### config.mk
export PLATFORM = sky130hd
export DESIGN_NAME = lpm_sequencer
export DESIGN_NICKNAME = d
export VERILOG_FILES = /design/src/rtl/lpm_pkg.sv /design/src/rtl/lpm_mode_decode.sv /design/src/rtl/lpm_wake_timer.sv /design/src/rtl/lpm_sequencer.sv
export SDC_FILE = /design/constraint.sdc
export NUM_CORES = 1
export LEC_CHECK = 0
export BUFFER_PORTS_ARGS = -buffer_cell sky130_fd_sc_hd__buf_4
export CAP_MARGIN = 30
export CORE_MARGIN = 8
export CORE_UTILIZATION = 43
export DETAILED_ROUTE_END_ITERATION = 10
export PLACE_DENSITY = 0.78
export SLEW_MARGIN = 20
export SYNTH_ARGS = -nofsm -noshare
export SYNTH_HDL_FRONTEND = slang
export SYNTH_SLANG_ARGS = --single-unit
### constraint.sdc
create_clock -name clk -period 3.25 [get_ports clk]
set_input_delay 0.65 -clock clk [delete_from_list [all_inputs] [get_ports clk]]
set_output_delay 0.65 -clock clk [all_outputs]
set_load 0.01 [all_outputs]
### src/rtl/lpm_pkg.sv
package lpm_pkg;
  typedef enum logic [2:0] {
    ST_RUN        = 3'd0,
    ST_ENTER_WAIT = 3'd1,
    ST_SLEEP      = 3'd2,
    ST_STOP       = 3'd3,
    ST_STOP_DLY   = 3'd4,
    ST_STANDBY    = 3'd5
  } lpm_state_e;

  typedef enum logic [1:0] {
    MODE_SLEEP   = 2'd0,
    MODE_STOP    = 2'd1,
    MODE_STANDBY = 2'd2
  } lpm_mode_e;
endpackage

### src/rtl/lpm_mode_decode.sv
module lpm_mode_decode
  import lpm_pkg::*;
#(
  parameter int PEND_W = 3
) (
  input  logic              wait_is_event,
  input  logic              cfg_deep,
  input  logic              cfg_on_exit,
  input  logic              cfg_pdds,
  input  logic [PEND_W-1:0] pend_flags,
  output lpm_mode_e         mode,
  output logic              hold_for_exit,
  output logic              pend_block
);
  always_comb begin
    if (!cfg_deep)     mode = MODE_SLEEP;
    else if (cfg_pdds) mode = MODE_STANDBY;
    else               mode = MODE_STOP;
  end

  // handler-return entry applies to WFI light sleep only
  assign hold_for_exit = !cfg_deep && cfg_on_exit && !wait_is_event;
  assign pend_block    = cfg_deep && (|pend_flags);
endmodule

### src/rtl/lpm_wake_timer.sv
module lpm_wake_timer #(
  parameter int DLY_W = 8
) (
  input  logic             clk,
  input  logic             rst,
  input  logic             load,
  input  logic [DLY_W-1:0] load_val,
  input  logic             run,
  output logic             last
);
  logic [DLY_W-1:0] cnt_q;

  always_ff @(posedge clk) begin
    if (rst)       cnt_q <= '0;
    else if (load) cnt_q <= load_val;
    else if (run && cnt_q != '0) cnt_q <= cnt_q - 1'b1;
  end

  assign last = (cnt_q == DLY_W'(1));
endmodule

### src/rtl/lpm_sequencer.sv
module lpm_sequencer
  import lpm_pkg::*;
#(
  parameter int PEND_W = 3,
  parameter int DLY_W  = 8
) (
  input  logic              clk,
  input  logic              rst,
  input  logic              wait_req,
  input  logic              wait_is_event,
  input  logic              cfg_deep,
  input  logic              cfg_on_exit,
  input  logic              cfg_pdds,
  input  logic              cfg_lpreg,
  input  logic              isr_exit,
  input  logic [PEND_W-1:0] pend_flags,
  input  logic              flash_busy,
  input  logic              bus_busy,
  input  logic              irq_ack,
  input  logic              evt_wake,
  input  logic [DLY_W-1:0]  reg_delay,
  output logic              cpu_clk_en,
  output logic              sys_clk_stop,
  output logic              reg_lp_en,
  output logic              standby_req,
  output logic              hsi_sel
);
  lpm_state_e state_q, state_d;
  lpm_mode_e  mode_d, mode_q;
  logic       hold_for_exit, pend_block;
  logic       evt_q, lp_q;
  logic       wake_hit, tmr_last, tmr_load, accept;

  lpm_mode_decode #(.PEND_W(PEND_W)) u_dec (
    .wait_is_event (wait_is_event),
    .cfg_deep      (cfg_deep),
    .cfg_on_exit   (cfg_on_exit),
    .cfg_pdds      (cfg_pdds),
    .pend_flags    (pend_flags),
    .mode          (mode_d),
    .hold_for_exit (hold_for_exit),
    .pend_block    (pend_block)
  );

  lpm_wake_timer #(.DLY_W(DLY_W)) u_tmr (
    .clk      (clk),
    .rst      (rst),
    .load     (tmr_load),
    .load_val (reg_delay),
    .run      (state_q == ST_STOP_DLY),
    .last     (tmr_last)
  );

  assign accept   = (state_q == ST_RUN) && wait_req && !pend_block;
  assign wake_hit = evt_q ? evt_wake : irq_ack;
  assign tmr_load = (state_q == ST_STOP) && (state_d == ST_STOP_DLY);

  always_comb begin
    state_d = state_q;
    case (state_q)
      ST_RUN: if (accept) begin
        if (mode_d == MODE_SLEEP && !hold_for_exit) state_d = ST_SLEEP;
        else                                         state_d = ST_ENTER_WAIT;
      end
      ST_ENTER_WAIT: begin
        if (mode_q == MODE_SLEEP) begin
          if (isr_exit) state_d = ST_SLEEP;
        end else if (!flash_busy && !bus_busy) begin
          state_d = (mode_q == MODE_STANDBY) ? ST_STANDBY : ST_STOP;
        end
      end
      ST_SLEEP: if (wake_hit) state_d = ST_RUN;
      ST_STOP: if (wake_hit)
        state_d = (lp_q && reg_delay != '0) ? ST_STOP_DLY : ST_RUN;
      ST_STOP_DLY: if (tmr_last) state_d = ST_RUN;
      ST_STANDBY: state_d = ST_STANDBY;
      default: state_d = ST_RUN;
    endcase
  end

  always_ff @(posedge clk) begin
    if (rst) begin
      state_q      <= ST_RUN;
      mode_q       <= MODE_SLEEP;
      evt_q        <= 1'b0;
      lp_q         <= 1'b0;
      cpu_clk_en   <= 1'b1;
      sys_clk_stop <= 1'b0;
      reg_lp_en    <= 1'b0;
      standby_req  <= 1'b0;
      hsi_sel      <= 1'b0;
    end else begin
      state_q <= state_d;
      if (accept) begin
        mode_q <= mode_d;
        evt_q  <= wait_is_event;
        lp_q   <= cfg_lpreg;
      end
      cpu_clk_en   <= (state_d == ST_RUN) || (state_d == ST_ENTER_WAIT);
      sys_clk_stop <= (state_d == ST_STOP) || (state_d == ST_STANDBY);
      reg_lp_en    <= (state_d == ST_STOP) && lp_q;
      standby_req  <= (state_d == ST_STANDBY);
      hsi_sel      <= (state_q == ST_STOP) && (state_d != ST_STOP);
    end
  end
endmodule

==> run_results.csv <==
group,metric,value,unit
logic_synthesis,syn_inst,121,
worst_setup_path,worstPathArrival,2.17,ns
worst_setup_path,rrSetupSlack,1.30,ns
timing,timing.final.crit_share,0.5999,
grt,track_usage,0.1335,
clock_tree,clk_path_buf_depth,2,
worst_setup_path,cp_max_fo,12,
logic_synthesis,synthAdderAreaFrac,0.02183,
timing,fmax,0.5129,GHz
worst_setup_path,worst_setup_path_start_kind,"register",
die,die_h,67.63,um
layout,seqCellArea,400.4,um2
layout,drive_gt1_frac,0.3087,
logic_synthesis,ys_seq_area_frac,0.3493,
min_path,hold_start,"evt_q",
timing,hold_viol,0,
logic_synthesis,synth_edf_count,0,
worst_setup_path,r2r_start,"state_q[1]",
pwr,ir_drop,0.0003938,V
worst_setup_path,r2r_end,"sys_clk_stop",
logic_synthesis,yosys.cell_types.count,45,
clock_tree,root_buffer,"clkbuf_4",
die,rows,18,
timing,fin_ws,1.300,ns
die,die_w,67.63,um
worst_setup_path,path_class,"reg2reg",
timing,fin_crit,1.950,ns
die,start_util,0.4585,
detailed_routing,drt_iter0_markers,53,
die,die-area,4573,um2
min_path,hp-class,"reg2reg",
layout,finish.utilization,0.5676,
pwr,power_frac_seq,0.485,
clock_tree,h-tree-depth,1,
pwr,power_leakage,0.5180,nW
timing,relSlewSlack,0.5667,
worst_setup_path,end_kind,"register",
detailed_routing,drt_drc_violations_left,0,
layout,final_cell_mix,"buf_4, dfxtp_1, nor2_1",
timing,setup_viol,0,
logic_synthesis,muxShareOfSynthArea,0.04367,
pwr,combPwrFrac,0.125,
logic_synthesis,ys_seq_elements,20,
detailed_routing,via_per_inst,5.743,
logic_synthesis,syn-num-nets,147,
clock_tree,clock_latency,0.31,ns
clock_tree,cts_sinks,20,
grt,gr-total-overflow,0,
logic_synthesis,async_flop_share,0,
detailed_routing,wirelength,2.779,mm
status,status,"finished, final reports clean",
pwr,p_switching,0.0001213,W
timing,clock_skew,0.007244,ns
clock_tree,clkTransAtPathRegs,0.11,ns
place,dp_slack,1.198,ns
layout,syn2layout_area_growth,23.80,%
die,core,2500,um2
pwr,design_power_total,0.0005330,W
detailed_routing,ant_nets,0,
clock_tree,post_cts_buffers,0,
detailed_routing,wl_per_cell,15.53,um
logic_synthesis,synth_top_family_by_area,"simple AND/OR/NAND/NOR gates",
grt,grt_pass1_vias,1034,
flow_run,drv_cap,0,
layout,n_antenna_cell,0,
pwr,switching_share,0.2275,
place,dp_hpwl,2.154,mm
detailed_routing,drt_pass1_iterations,4,
clock_tree,cts_resized,0,
logic_synthesis,synth-simple-area-share,0.3024,
logic_synthesis,synth-main-ff-cell,"dfxtp_1",
clock_tree,cts_tree,"yes",
layout,fill_cells,218,
place,port_buffers,28,
layout,layout_commonest_cell,"buf_4",
clock_tree,cts_hold_buffers,0,
min_path,whs_path_depth,2,
logic_synthesis,syn-cell-area,1146,um2
timing,rsz0062_at_grt,"false",
detailed_routing,vias,1028,
worst_setup_path,rr_worst_depth,4,
timing,slew_viol_final,0,
logic_synthesis,avgSynthCellArea,9.472,um2
timing,setup_tns,0,ns
grt,grt_max_degree,16,
timing,worstMarginPinSlew,0.6460,ns
layout,multi_input_area,699.4,um2
grt,grt_pass1_wl,4.781,mm
layout,fin_nets,176,
logic_synthesis,synth_warnings,0,
min_path,min_to,"evt_q",
logic_synthesis,synth_xor_area_frac,0.007642,
worst_setup_path,required,3.47,ns
place,gp_congestion,0.8794,
pwr,clkPwrFrac,0.390,
die,io-pin-count,29,
pwr,p_per_area,375.7,nW/um2
grt,antenna_found_initial,0,
clock_tree,numCtsBuffers,3,
logic_synthesis,synth_compound_area_frac,0.2347,
pwr,internal_power,0.0004117,W
worst max-delay path, stage by stage (launching register included):
cell and delay [ns]:
dfxtp_1 0.60, nand4b_1 0.27, a211oi_1 0.58, a211oi_2 0.12, a211oi_1 0.29
metal layers:
layer  share of wire  GRT usage  vias to the layer above  wire (um)
met5               0          0                        -          0
met4          0.0097    0.04439                        0         27
met3           0.065    0.05629                        5        182
met2            0.47     0.2107                       25       1305
met1            0.45     0.1595                      478       1263
li1                -          -                      520          -
metrics by stage:
| stage | std cells | hold slack, ns | cell area (um2) |
|---|---|---|---|
| finish | 179 | 0.4814 | 1419 |
| global route | 179 | 0.5076 | 1419 |
| CTS | 179 | 0.4821 | 1419 |
| detailed placement | 175 | 0.4621 | 1366 |
| global placement | 175 | 0.4575 | 1366 |
| floorplan | 121 | 0.4496 | 1146 |
final cells by class:
| class | instances | share of cell area |
|---|---|---|
| multi-input cells | 92 | 0.4929 |
| inverters | 5 | 0.01323 |
| repair buffers | 28 | 0.1481 |
| flip-flops and latches | 20 | 0.2822 |
| clock buffers | 3 | 0.01587 |
| clock inverters | 1 | 0.02116 |
| well taps | 30 | 0.02646 |
synthesized netlist by cell type (all sizes together), types with 2 or more instances:
cell / count / area (um2)
a21oi: 6 / 30.03
nor2b: 3 / 18.77
a21o: 2 / 15.01
nand4b: 2 / 17.52
inv: 5 / 18.77
ha: 2 / 25.02
nand4: 2 / 12.51
a31oi: 2 / 18.77
nor4b: 4 / 47.55
nand4bb: 2 / 22.52
nor2: 14 / 52.55
nand3: 4 / 20.02
buf: 3 / 23.77
or3b: 3 / 31.28
dfxtp: 20 / 400.4
a211oi: 8 / 75.08
nand2: 8 / 32.54
mux2i: 5 / 50.05
nor3: 5 / 25.02
a211o: 2 / 17.52
nor4: 4 / 46.29
flip-flops by register name (all words and copies together), names as in the netlist:
name,cells
sys_clk_stop,1
mode_q,2
evt_q,1
standby_req,1
u_tmr.cnt_q,8
reg_lp_en,1
state_q,3
lp_q,1
hsi_sel,1
cpu_clk_en,1
power by group through the flow:
stage               combinational (W)  sequential (W)  clock, W
finish                      0.0000667        0.000258  0.000208
global route                0.0000734        0.000260  0.000223
CTS                         0.0000672        0.000258  0.000211
detailed placement          0.0000670        0.000264         0
global placement            0.0000655        0.000264         0
floorplan                   0.0000370        0.000261         0
cells by family after synthesis:
| group | count (synthesis) |
|---|---|
| xor gates and xnor gates | 1 |
| buffers and inverters | 9 |
| and+or+nand+nor | 54 |
| muxes | 5 |
| DFF | 20 |
| AOI/OAI and AO/OA | 30 |
| adders and majority gates | 2 |
worst max path at each step:
stage,from,endpoint,depth (start not counted)
after floorplan,isr_exit,reg_lp_en,4
after global placement,reg_delay[4],u_tmr.cnt_q[6],5
after detailed placement,evt_wake,u_tmr.cnt_q[6],5
after CTS,state_q[1],sys_clk_stop,4
after global routing,state_q[1],sys_clk_stop,4
final,state_q[1],sys_clk_stop,4
Note: power is estimated with default switching activity, not from simulation.
